==> src/rtl/pwm_stage_pkg.sv <==
// Package: shared widths and the channel setting record.
// Assumes one prescale width and one counter width for every channel.
package pwm_stage_pkg;
    localparam int PRE_W = 8;
    localparam int CNT_W = 24;

    typedef struct packed {
        logic [PRE_W-1:0] prescale;
        logic [CNT_W-1:0] period;
        logic [CNT_W-1:0] duty;
        logic             invert;
    } pwm_cfg_t;
endpackage

==> src/rtl/pwm_hold_qual.sv <==
// Enable qualifier: emits a one-cycle pulse once load_en has been high for
// HOLD_CYC sampled edges, provided it was low for HOLD_CYC edges beforehand.
// Assumes HOLD_CYC >= 2.
module pwm_hold_qual #(
    parameter int HOLD_CYC = 40
) (
    input  logic clk,
    input  logic rst_n,
    input  logic en,
    output logic qual
);
    localparam int HW = $clog2(HOLD_CYC + 1);
    localparam logic [HW-1:0] HOLD_MAX  = HW'(HOLD_CYC);
    localparam logic [HW-1:0] HOLD_LAST = HW'(HOLD_CYC - 1);

    logic [HW-1:0] hi_cnt;
    logic [HW-1:0] lo_cnt;
    logic          armed;

    // Count high and low run lengths; arm on a rise that followed a full gap.
    always_ff @(posedge clk) begin
        if (!rst_n) begin
            hi_cnt <= '0;
            lo_cnt <= HOLD_MAX;
            armed  <= 1'b0;
            qual   <= 1'b0;
        end else if (en) begin
            lo_cnt <= '0;
            if (hi_cnt != HOLD_MAX) hi_cnt <= hi_cnt + 1'b1;
            if (hi_cnt == '0) armed <= (lo_cnt == HOLD_MAX);
            qual <= armed && (hi_cnt == HOLD_LAST);
        end else begin
            hi_cnt <= '0;
            armed  <= 1'b0;
            qual   <= 1'b0;
            if (lo_cnt != HOLD_MAX) lo_cnt <= lo_cnt + 1'b1;
        end
    end
endmodule

==> src/rtl/pwm_load_stage.sv <==
// Pending register: captures the staged setting on a qualify pulse and holds
// it until the wave generator takes it. Assumes staging is steady at qualify.
module pwm_load_stage
    import pwm_stage_pkg::*;
(
    input  logic     clk,
    input  logic     rst_n,
    input  logic     qual,
    input  pwm_cfg_t stg_cfg,
    input  logic     take,
    output logic     pend_valid,
    output pwm_cfg_t pend_cfg
);
    // Capture on qualify, release when the generator consumes the setting.
    always_ff @(posedge clk) begin
        if (!rst_n) begin
            pend_valid <= 1'b0;
            pend_cfg   <= '0;
        end else if (qual) begin
            pend_valid <= 1'b1;
            pend_cfg   <= stg_cfg;
        end else if (take) begin
            pend_valid <= 1'b0;
        end
    end
endmodule

==> src/rtl/pwm_wave_gen.sv <==
// Wave generator: prescaler, period counter and active setting. Applies the
// pending setting at once (smooth=0 or not running) or at a period wrap
// (smooth=1). Idles with output high when smooth=0 and enable is low.
module pwm_wave_gen
    import pwm_stage_pkg::*;
(
    input  logic     clk,
    input  logic     rst_n,
    input  logic     en,
    input  logic     smooth,
    input  logic     pend_valid,
    input  pwm_cfg_t pend_cfg,
    output logic     take,
    output logic     running,
    output logic     wrap,
    output pwm_cfg_t act_cfg,
    output logic     pwm_out
);
    logic [PRE_W-1:0] pre_cnt;
    logic [CNT_W-1:0] per_cnt;
    logic             idle;
    logic             tick;

    assign idle = !smooth && !en;
    assign tick = (pre_cnt == act_cfg.prescale);
    assign wrap = running && tick && (per_cnt == act_cfg.period);
    assign take = pend_valid && !idle && (!smooth || !running || wrap);

    // Advance counters, enter idle, or switch to the pending setting.
    always_ff @(posedge clk) begin
        if (!rst_n) begin
            act_cfg <= '0;
            running <= 1'b0;
            pre_cnt <= '0;
            per_cnt <= '0;
        end else if (idle) begin
            running <= 1'b0;
            pre_cnt <= '0;
            per_cnt <= '0;
        end else if (take) begin
            act_cfg <= pend_cfg;
            running <= 1'b1;
            pre_cnt <= '0;
            per_cnt <= '0;
        end else if (running) begin
            if (tick) begin
                pre_cnt <= '0;
                per_cnt <= (per_cnt == act_cfg.period) ? '0 : per_cnt + 1'b1;
            end else begin
                pre_cnt <= pre_cnt + 1'b1;
            end
        end
    end

    // Raw level is high below the duty count; polarity flips it; idle is high.
    assign pwm_out = running ? ((per_cnt < act_cfg.duty) ^ act_cfg.invert) : 1'b1;
endmodule

==> src/rtl/pwm_staged_channel.sv <==
// Top: one PWM channel whose settings pass staging -> pending -> active under
// the enable hold-time handshake. Assumes HOLD_CYC >= 2.
module pwm_staged_channel
    import pwm_stage_pkg::*;
#(
    parameter int HOLD_CYC = 40
) (
    input  logic             clk,
    input  logic             rst_n,
    input  logic [PRE_W-1:0] stg_prescale,
    input  logic [CNT_W-1:0] stg_period,
    input  logic [CNT_W-1:0] stg_duty,
    input  logic             stg_invert,
    input  logic             load_en,
    input  logic             smooth,
    output logic             pwm_out
);
    pwm_cfg_t stg_cfg;
    pwm_cfg_t pend_cfg;
    pwm_cfg_t act_cfg;
    logic     qual;
    logic     pend_valid;
    logic     take;
    logic     running;
    logic     wrap;
    logic     act_duty_zero;

    assign stg_cfg = '{prescale: stg_prescale, period: stg_period,
                       duty: stg_duty, invert: stg_invert};
    assign act_duty_zero = (act_cfg.duty == '0);

    pwm_hold_qual #(.HOLD_CYC(HOLD_CYC)) u_qual (
        .clk(clk), .rst_n(rst_n), .en(load_en), .qual(qual)
    );

    pwm_load_stage u_stage (
        .clk(clk), .rst_n(rst_n), .qual(qual), .stg_cfg(stg_cfg),
        .take(take), .pend_valid(pend_valid), .pend_cfg(pend_cfg)
    );

    pwm_wave_gen u_wave (
        .clk(clk), .rst_n(rst_n), .en(load_en), .smooth(smooth),
        .pend_valid(pend_valid), .pend_cfg(pend_cfg), .take(take),
        .running(running), .wrap(wrap), .act_cfg(act_cfg), .pwm_out(pwm_out)
    );
endmodule

==> config.mk <==
export PLATFORM = sky130hd
export DESIGN_NAME = pwm_staged_channel
export DESIGN_NICKNAME = d
export VERILOG_FILES = /design/src/rtl/pwm_stage_pkg.sv /design/src/rtl/pwm_hold_qual.sv /design/src/rtl/pwm_load_stage.sv /design/src/rtl/pwm_wave_gen.sv /design/src/rtl/pwm_staged_channel.sv
export SDC_FILE = /design/constraint.sdc
export NUM_CORES = 1
export LEC_CHECK = 0
export BUFFER_PORTS_ARGS = -buffer_cell sky130_fd_sc_hd__buf_4
export CAP_MARGIN = 20
export CORE_MARGIN = 4
export CORE_UTILIZATION = 23
export DETAILED_ROUTE_END_ITERATION = 10
export GPL_TIMING_DRIVEN = 0
export SLEW_MARGIN = 20
export SYNTH_ARGS = -nofsm -noshare
export SYNTH_HDL_FRONTEND = slang
export SYNTH_SLANG_ARGS = --single-unit
==> constraint.sdc <==
create_clock -name clk -period 1.99 [get_ports clk]
set_input_delay 0.0995 -clock clk [delete_from_list [all_inputs] [get_ports clk]]
set_output_delay 0.0995 -clock clk [all_outputs]
set_load 0.005 [all_outputs]
==> metrics.txt <==
XOR/XNOR Fraction of Synth Area=0.0705; sequential share of power=0.466; Starting Density=0.233; Worst-Margin Slew=roughly 0.96 ns; vias per cell=between 4 and 5; FF-to-FF setup slack=-0.36 ns; Syn-to-layout area delta=45.9%; Clock power frac=0.479; vias in the first global route=6489; crit path time final=2.35 ns; clock slew at reported path FFs=0.06 ns; CTS tree=done; Final Cell Area=around 0.011 sq mm; Detailed Route WL=21100 microns; FF/Latch Area=~0.0033 sq mm; failing checks=setup timing; area post-placement=around 0.0086 sq mm; setup repair after global routing missed its margin=yes; gpl congestion=a little under 0.9; Post-synth top cells=dfxtp_1, nand2_1, nand3_1, mux2i_1, nor2b_1; mean post-synth cell area=~9 sq um; Mapped Area=~0.0076 sq mm; min setup slack post-route=-0.361 ns; slowest CP cell=or4_4; Compound-Gate Fraction of Synth Area=0.0826; FP Rows=66; Top FF cell, synth=dfxtp_1; Hold Path Sink=u_qual.lo_cnt[0]; HP Start=rst_n; Yosys top cell area share=0.428; worst r2r dst=u_wave.act_cfg[25]; R2R depth=10; Die W=~190 microns; layout cells sized above 1=0.301; Comb power frac=0.055; Max Root-Sink Buffers=2; post-synthesis adder-cell area fraction=0.0479; H-tree depth=4; Fill cells=3338; yosys warns=0; Placed Cells=approximately 1300; largest net degree at the start of global routing=17; main combinational cell family by area after synthesis=simple AND/OR/NAND/NOR gates; TritonCTS Buffers=17; Die ar.=~0.036 sq mm; clock skew=between 0.01 and 0.015 ns; crit path max fanout=6; Synth cell types=50; DP Wirelength=between 10000 and 15000 microns; Tot GR Track Use=0.115; fin. max-slew vios=0; Hold WS=roughly 0.28 ns; reg2reg start=u_wave.pre_cnt[0]; number of DRC markers in iteration 0=423; via count=around 6400; post-route ant nets=0; fin crit share=1.18; achievable frequency=425 MHz; DRC viols=0; Worst Path Required=2.35 ns; Crit Path Class=flop to flop; Num Clock Sinks=~160; FF+latch count, synth=about 160; status=finished, violations left; Async SR Flop Fraction=0; dpl ws=-0.455 ns; Core ar.=between 0.03 and 0.04 sq mm; fin util=0.340; Post-Synthesis Cells=846; Crit path top cell by count=buf_12; initial antenna violation count=0; post-synthesis mux area share=0.0806; Worst EP arrival=about 2.7 ns; first-pass GRT wire length=~34000 microns; Hold Path Depth=3; CP startpoint kind=flop; CTS root buffer=clkbuf_16; IO buf count=60; Die Span Y=~190 microns; worst path bufs/invs=4; area leader, netlist=dfxtp_1; Worst path max stage delay=0.57 ns; I/O pin cnt=62; Critical Path End Type=flop; Detailed Routing Iterations Pass 1=4; Simple-Gate Fraction of Synth Area=0.230; setup violation total in the final timing report=69; area occupied by multi-input gates=~0.0046 sq mm; setup TNS=-17.98 ns; most common cell in the synthesized netlist=dfxtp_1; Final nets=1110; worst vdd ir=around 500 uV; final hold violation count=0; Mapped Nets=about 940; WL/cell=about 14 microns; HP Class=input pin to flop; internal power=roughly 5.4 mW; Pwr per Cell Area=~630 mW/mm^2; max_cap viols=0; sw frac=0.231; EDFF count, synth=0; Slew headroom=0.363; CP top delay family=simple AND/OR/NAND/NOR gates; total grt overflow=0; Finished Layout Cells=1475; Clk Latency, worst-skew pair=between 0.4 and 0.5 ns; Net Sw Power=about 1.6 mW; ranking of synthesized cells by area=dfxtp_1, mux2i_1, xnor2_1; worst-path cell chain=xor2_2, or4_4, nor3_4, a41o_4, buf_12, buf_12, buf_12, buf_12, nand3_4, o21ai_2; Lkg Pwr=~3.8 nW; Antenna Cells=0; post-synthesis sequential area ratio=0.428; total power=6.98 mW
==> registers in the layout, indices dropped and copies added, names as in the netlist <==
register,flops
u_qual.lo_cnt,6
u_wave.act_cfg,57
u_qual.armed,1
u_wave.running,1
u_stage.pend_valid,1
u_wave.per_cnt,24
u_stage.pend_cfg,57
u_qual.hi_cnt,6
u_qual.qual,1
u_wave.pre_cnt,8
==> worst max path at each step <==
stage                             from                  to  slack, ns  cells past startpoint
global route        u_wave.act_cfg[21]             pwm_out      -0.48                      9
detailed placement   u_wave.pre_cnt[0]  u_wave.per_cnt[19]      -0.45                      6
global placement    u_wave.per_cnt[12]  u_wave.per_cnt[22]      -0.48                      8
floorplan           u_wave.per_cnt[12]  u_wave.per_cnt[10]       0.02                      8
finish               u_wave.pre_cnt[0]  u_wave.act_cfg[25]      -0.36                     10
CTS                 u_wave.per_cnt[21]             pwm_out      -0.40                      8
==> layout make-up <==
cell class	instances	area share
buffer	48	0.0350
inverter	32	0.0109
clock inverter	13	0.0136
clock buffer	19	0.0401
multi-input combinational	602	0.413
tap	442	0.0500
timing repair buffer	157	0.140
sequential	162	0.297
==> routing by layer <==
metal	track usage	part of all wire	wire [microns]	vias to the layer above
li1	-	-	-	3242
met1	0.153	0.46	9630	3021
met2	0.186	0.47	9860	130
met3	0.0286	0.057	1210	22
met4	0.0317	0.017	359	0
met5	0	0	0	-
==> tightest hold or removal path, delay by kind of cell <==
family                 cells  cell delay, ns
buffers and inverters      1            0.26
and+or+nand+nor            2            0.30
==> power by group through the flow <==
stage | logic [mW] | clock network, mW | registers, mW
after floorplan | 0.113 | 0 | 3.33
after global placement | 0.256 | 0 | 3.33
after detailed placement | 0.257 | 0 | 3.33
after CTS | 0.366 | 3.40 | 3.25
after global routing | 0.418 | 3.55 | 3.25
final | 0.383 | 3.34 | 3.25
==> cells by family after synthesis <==
family / Yosys count
AO/OA/AOI/OAI: 110
flip-flops: 162
adder cells (fa/ha/maj): 29
XOR/XNOR: 61
buffers and inverters: 82
AND/OR/NAND/NOR: 341
multiplexers: 61
==> cell usage in the layout (no fill, tap or decap), types with 5 or more instances in the layout <==
cell type / n
ha_1: 24
nand4_1: 17
and3_1: 5
nor2_1: 42
buf_4: 80
inv_1: 29
nor2b_1: 59
buf_2: 7
dlygate4sd3_1: 59
clkbuf_1: 20
buf_12: 13
a21o_1: 6
nand3_2: 44
o21ai_2: 25
dfxtp_2: 20
xnor2_1: 43
buf_6: 8
nand3_4: 11
nor3_1: 14
a21oi_1: 10
clkbuf_16: 20
ha_4: 5
nand3_1: 18
nand2_1: 93
dfxtp_1: 137
o21ai_0: 12
xor2_1: 14
dfxtp_4: 5
o21ai_1: 33
mux2i_1: 61
a21oi_2: 9
==> repair_timing <==
item,in CTS,in global routing
gates cloned,9,2
buffers inserted,21,11
gates resized for setup,118,106
hold buffers,59,0
hold endpoints to repair,61,0
setup endpoints to repair,108,93
pin swaps,45,22
(Power assumes the default switching activity.)
